## config.mk

```make
export PLATFORM = sky130hd
export DESIGN_NAME = ticket_lock_unit
export DESIGN_NICKNAME = d
export VERILOG_FILES = /design/src/rtl/tlu_pkg.sv /design/src/rtl/tlu_dispenser.sv /design/src/rtl/tlu_server.sv /design/src/rtl/tlu_slot.sv /design/src/rtl/ticket_lock_unit.sv
export SDC_FILE = /design/constraint.sdc
export NUM_CORES = 1
export LEC_CHECK = 0
export BUFFER_PORTS_ARGS = -buffer_cell sky130_fd_sc_hd__clkbuf_2
export CAP_MARGIN = 5
export CORE_ASPECT_RATIO = 0.6
export CORE_MARGIN = 3
export CORE_UTILIZATION = 55
export CTS_BUF_LIST = sky130_fd_sc_hd__clkbuf_16
export DETAILED_ROUTE_END_ITERATION = 10
export GPL_TIMING_DRIVEN = 0
export PLACE_DENSITY_LB_ADDON = 0.15
export RECOVER_POWER = 50
export SKIP_CTS_REPAIR_TIMING = 1
export SLEW_MARGIN = 20
export SYNTH_ARGS = -nofsm -noshare
export SYNTH_HDL_FRONTEND = slang
export SYNTH_SLANG_ARGS = --single-unit
```

## constraint.sdc

```tcl
create_clock -name clk -period 4.75 [get_ports clk]
set_clock_uncertainty 0.15 [all_clocks]
set_input_delay 0.475 -clock clk [delete_from_list [all_inputs] [get_ports clk]]
set_output_delay 0.475 -clock clk [all_outputs]
set_load 0.01 [all_outputs]
```

## src/rtl/tlu_pkg.sv

```systemverilog
package tlu_pkg;
  // number of set bits strictly below position idx
  function automatic int unsigned ones_below(input logic [31:0] v, input int unsigned idx);
    int unsigned n;
    n = 0;
    for (int unsigned k = 0; k < 32; k++)
      if (k < idx && v[k]) n++;
    return n;
  endfunction

  function automatic int unsigned ones_all(input logic [31:0] v);
    return ones_below(v, 32);
  endfunction
endpackage

```

## src/rtl/tlu_dispenser.sv

```systemverilog
module tlu_dispenser #(
  parameter int NREQ = 4,
  parameter int CW   = 8
) (
  input  logic                      clk,
  input  logic                      rst_n,
  input  logic [NREQ-1:0]           take,
  output logic [CW-1:0]             next_q,
  output logic [NREQ-1:0][CW-1:0]   issue
);
  import tlu_pkg::*;

  logic [CW-1:0] taken_cnt;
  assign taken_cnt = CW'(ones_all(32'(take)));

  for (genvar i = 0; i < NREQ; i++) begin : g_issue
    assign issue[i] = next_q + CW'(ones_below(32'(take), i));
  end

  always_ff @(posedge clk or negedge rst_n)
    if (!rst_n) next_q <= '0;
    else        next_q <= next_q + taken_cnt;

  // dispenser never moves without an accepted acquire
  a_r3_no_silent_move: assert property (@(posedge clk) disable iff (!rst_n)
    (take == '0) |=> $stable(next_q));
endmodule

```

## src/rtl/tlu_server.sv

```systemverilog
module tlu_server #(
  parameter int CW = 8
) (
  input  logic          clk,
  input  logic          rst_n,
  input  logic          advance,
  output logic [CW-1:0] serving_q
);
  always_ff @(posedge clk or negedge rst_n)
    if (!rst_n)       serving_q <= '0;
    else if (advance) serving_q <= serving_q + 1'b1;

  a_r8_hold_still: assert property (@(posedge clk) disable iff (!rst_n)
    !advance |=> $stable(serving_q));
endmodule

```

## src/rtl/tlu_slot.sv

```systemverilog
module tlu_slot #(
  parameter int CW = 8
) (
  input  logic          clk,
  input  logic          rst_n,
  input  logic          take,
  input  logic [CW-1:0] ticket_in,
  input  logic [CW-1:0] serving,
  input  logic          done,
  output logic          held_q,
  output logic [CW-1:0] ticket_q,
  output logic          grant_q
);
  logic turn_hit;
  assign turn_hit = held_q && !grant_q && (ticket_q == serving);

  always_ff @(posedge clk or negedge rst_n)
    if (!rst_n) begin
      held_q   <= 1'b0;
      ticket_q <= '0;
      grant_q  <= 1'b0;
    end else begin
      if (take) begin
        held_q   <= 1'b1;
        ticket_q <= ticket_in;
      end else if (done && grant_q) begin
        held_q <= 1'b0;
      end
      if (done && grant_q) grant_q <= 1'b0;
      else if (turn_hit)   grant_q <= 1'b1;
    end

  // a grant only ever covers the ticket being served
  a_r5_grant_matches: assert property (@(posedge clk) disable iff (!rst_n)
    grant_q |-> (held_q && ticket_q == serving));
  // a held ticket is not rewritten while waiting
  a_r4_ticket_kept: assert property (@(posedge clk) disable iff (!rst_n)
    (held_q && !done) |=> $stable(ticket_q));
endmodule

```

## src/rtl/ticket_lock_unit.sv

```systemverilog
module ticket_lock_unit #(
  parameter int NREQ = 4,
  parameter int CW   = 8
) (
  input  logic                 clk,
  input  logic                 rst_n,
  input  logic [NREQ-1:0]      acq_i,
  input  logic                 rel_i,
  output logic [NREQ-1:0]      held_o,
  output logic [NREQ*CW-1:0]   ticket_o,
  output logic [NREQ-1:0]      grant_o,
  output logic [CW-1:0]        serving_o,
  output logic [CW-1:0]        dispense_o,
  output logic                 rel_err_o
);
  logic [NREQ-1:0]         take;
  logic [NREQ-1:0][CW-1:0] issue;
  logic                    owner_present;
  logic                    rel_ok;
  logic                    rel_bad;

  assign take          = acq_i & ~held_o;
  assign owner_present = |grant_o;
  assign rel_ok        = rel_i && owner_present;
  assign rel_bad       = rel_i && !owner_present;

  tlu_dispenser #(.NREQ(NREQ), .CW(CW)) u_disp (
    .clk(clk), .rst_n(rst_n), .take(take), .next_q(dispense_o), .issue(issue)
  );

  tlu_server #(.CW(CW)) u_srv (
    .clk(clk), .rst_n(rst_n), .advance(rel_ok), .serving_q(serving_o)
  );

  for (genvar i = 0; i < NREQ; i++) begin : g_slot
    tlu_slot #(.CW(CW)) u_slot (
      .clk(clk), .rst_n(rst_n), .take(take[i]), .ticket_in(issue[i]),
      .serving(serving_o), .done(rel_ok),
      .held_q(held_o[i]), .ticket_q(ticket_o[i*CW +: CW]), .grant_q(grant_o[i])
    );
  end

  always_ff @(posedge clk or negedge rst_n)
    if (!rst_n) rel_err_o <= 1'b0;
    else        rel_err_o <= rel_bad;

  a_r6_one_owner: assert property (@(posedge clk) disable iff (!rst_n)
    $onehot0(grant_o));
  a_r7_release_steps: assert property (@(posedge clk) disable iff (!rst_n)
    rel_ok |=> (serving_o == $past(serving_o) + 1'b1) && (grant_o == '0));
  a_r8_stray_flag: assert property (@(posedge clk) disable iff (!rst_n)
    rel_bad |=> rel_err_o && $stable(serving_o));
  a_r8_flag_cause: assert property (@(posedge clk) disable iff (!rst_n)
    !rel_bad |=> !rel_err_o);
endmodule

```

==> metrics.txt <==
clock network power share=0.212; failing checks=max-capacitance violations, max-slew violations; Max-cap violations=1; WL final=8.17 mm; RePlAce Congestion=0.883; Worst-Margin Slew=2.44 ns; initial core utilization=0.577; Pre-antenna DRT Iters=4; I/O Buffers=63; Net Switching=1200 µW; drt wl/cell=17.0 µm; worst reg-to-reg setup slack=0.85 ns; status=finished with violations; number of flops mapped to enable cells by yosys=0; Inserted Clock Buffers=9; share of the yosys chip area belonging to registers=0.438; endpoints failing hold=0; asr flop ratio synth=1.00; ys flop type=dfrtp_1; Setup-failing EPs final=0; critical path's top delay family=adder cells; Arr. time, crit path=3.99 ns; peak supply drop=around 0.00032 V; Comb pwr share=0.460; most common cell in the synthesized netlist=dfrtp_1; FF-to-FF Start=g_slot[1].u_slot.held_q$_DFFE_PN0P_; Die W=105 µm; P&R area growth vs syn=20.7%; ratio of cells with drive above 1 in the final layout=0.202; CTS sink cnt=57; most used cell, CP=ha_1; DRC=0; antenna violations before repair=0; CTS root buf=clkbuf_16; Placeable Area=0.00565 mm²; FILL cells=485; WP buf/inv=2; vias in the first global route=2488; vias=2561; largest net degree at the start of global routing=45; Tightest Hold Check Type=in2reg; DRT iter0 DRCs=138; Syn Area/Cell=10.1 µm²; leak pwr=0.00192 µW; Finished Layout Cells=481; P_int=1680 µW; I/O pin total=64; GRT Overall Usage=0.251; Worst-Skew Late Latency=0.33 ns; synth top area cells=dfrtp_1 (44%), xor2_1 (9.4%), xnor2_1 (8.6%); worst path cell trace=nand2b_1, clkbuf_1, clkbuf_1, ha_1, xnor2_1, ha_1, mux2_2, ha_1, a21o_1, a21oi_1, nor2b_1, o21ai_0, xnor2_1; H-tree depth=3; worst-path maximum fanout=11; min-delay src=acq_i[3]; final setup TNS=0 ns; row cnt=21; Synth area leader=dfrtp_1; Syn Nets=approximately 350; Synth Cell Area=0.00326 mm²; CTS Buffer Depth=2; Synth cell types=32; f_max=~260 MHz; post-synthesis cell count=321; Sw Ratio=0.417; clk slew on worst S/H paths=0.05 ns; CP Capture Type=register; CP max stage cell=clkbuf_1; crit path time final=3.90 ns; area share of the largest cell type after synthesis=0.438; RSZ-0062 raised after global routing=false; top cells by count, synth=dfrtp_1 (57), xor2_1 (35), nand2_1 (33); antenna viol nets, final=0; Critical Path Max Stage Delay=0.43 ns; CP startpoint kind=register; Final HPWL DP=5.93 mm; final worst-path cycle share=0.821; number of nets in the layout=423; yosys warns=0; total gr overflow=0; die area=0.00691 mm²; PD cells=731 mW/mm²; Relative slew margins=-0.624; TritonCTS clock tree=built; Die Y=65.6 µm; Setup CP Type=reg2reg; #FFs+latches synth=57; DR vias/cell=5.32; first-pass GRT wire length=around 13 mm; Max Transition Viols Final=45; Setup crit start=g_slot[1].u_slot.held_q$_DFFE_PN0P_; Req. time, crit path=between 4 and 5 ns; sequential share of power=0.329; DP Cell Count=465; diode count=0
-- area by class of cell --
type | instances | area, µm² | share of cell area
Buffer | 30 | 148 | 0.0376
Clock buffer | 9 | 225 | 0.0573
Clock inverter | 6 | 52.6 | 0.0134
Inverter | 10 | 37.5 | 0.00955
Multi-Input combinational cell | 224 | 1640 | 0.418
Sequential cell | 57 | 1430 | 0.363
Tap cell | 80 | 100 | 0.0255
Timing Repair Buffer | 65 | 299 | 0.0761
-- kinds of logic (layout without fill, tap and decap cells) --
kind of cell	after synthesis	count (layout)	synth area share
other	1	1	0.00115
flip-flops	57	57	0.438
AO/OA/AOI/OAI	39	39	0.0657
buffers and inverters	40	120	0.0569
XOR/XNOR	67	67	0.180
adder cells (fa/ha/maj)	19	19	0.0776
AND/OR/NAND/NOR	82	82	0.126
multiplexers	16	16	0.0542
-- state kept, by name, summed over array words and instances, names as in the netlist --
| signal | count |
|---|---|
| rel_err_o | 1 |
| g_slot.u_slot.ticket_q | 32 |
| g_slot.u_slot.grant_q | 4 |
| g_slot.u_slot.held_q | 4 |
| u_disp.next_q | 8 |
| u_srv.serving_q | 8 |
-- per-layer routing --
| metal | GRT usage | part of all wire |
|---|---|---|
| met1 | 0.363 | 0.47 |
| met2 | 0.364 | 0.43 |
| met3 | 0.0756 | 0.088 |
| met4 | 0.0704 | 0.015 |
| met5 | 0 | 0 |
-- final timing paths --
path                                                            end  cells past startpoint
max reg2reg                              u_disp.next_q[5]$_DFF_PN0_                     13
max in group asynchronous            u_srv.serving_q[1]$_DFFE_PN0P_                      3
min reg2reg                     g_slot[3].u_slot.held_q$_DFFE_PN0P_                      1
min in group asynchronous  g_slot[3].u_slot.ticket_q[2]$_DFFE_PN0N_                      2
min                             g_slot[3].u_slot.held_q$_DFFE_PN0P_                      3
max                                      u_disp.next_q[5]$_DFF_PN0_                     13
-- through the flow --
stage | worst slack (ns) | power, µW | area, µm² | hold slack, ns | util
after floorplan | 1.35 | 1800 | 3260 | 0.0294 | -
after detailed placement | 0.733 | 2290 | 3700 | 0.226 | 0.655
final | 0.851 | 2870 | 3930 | 0.251 | 0.696
after CTS | 0.827 | 2920 | 3980 | -0.120 | 0.705
after global routing | 0.535 | 3070 | 3930 | 0.271 | 0.696
after global placement | 0.825 | 2250 | 3670 | 0.360 | 0.650
-- tightest hold or removal path, cell delays in order --
cell      delay, ns
clkbuf_2       0.09
nor2_1         0.08
a31oi_1        0.04
-- layout by cell type (no fill, tap or decap), types with 3 or more instances in the layout --
cell type  count
a21o_1         3
nand4_1        6
buf_4          8
clkbuf_2      39
mux2_2        13
a31oi_1        4
clkbuf_16      9
nand3_1        5
xor2_1        35
mux2i_1        3
nand2_1       33
nor3_1         4
dfrtp_1       57
nor2b_1        5
nand2b_1       4
a21oi_1        7
ha_1          17
xnor2_1       32
clkinv_2       3
clkbuf_1      42
buf_2          4
nor2_1        13
o21ai_0       23
inv_1         12
nor4_1         5
-- power groups by stage --
stage	Sequential [µW]	Combinational [µW]	Clock [µW]
finish	945	1320	608
global route	974	1460	637
CTS	945	1360	616
detailed placement	950	1340	0
global placement	939	1310	0
floorplan	977	822	0
Note: power is estimated with default switching activity, not from simulation.
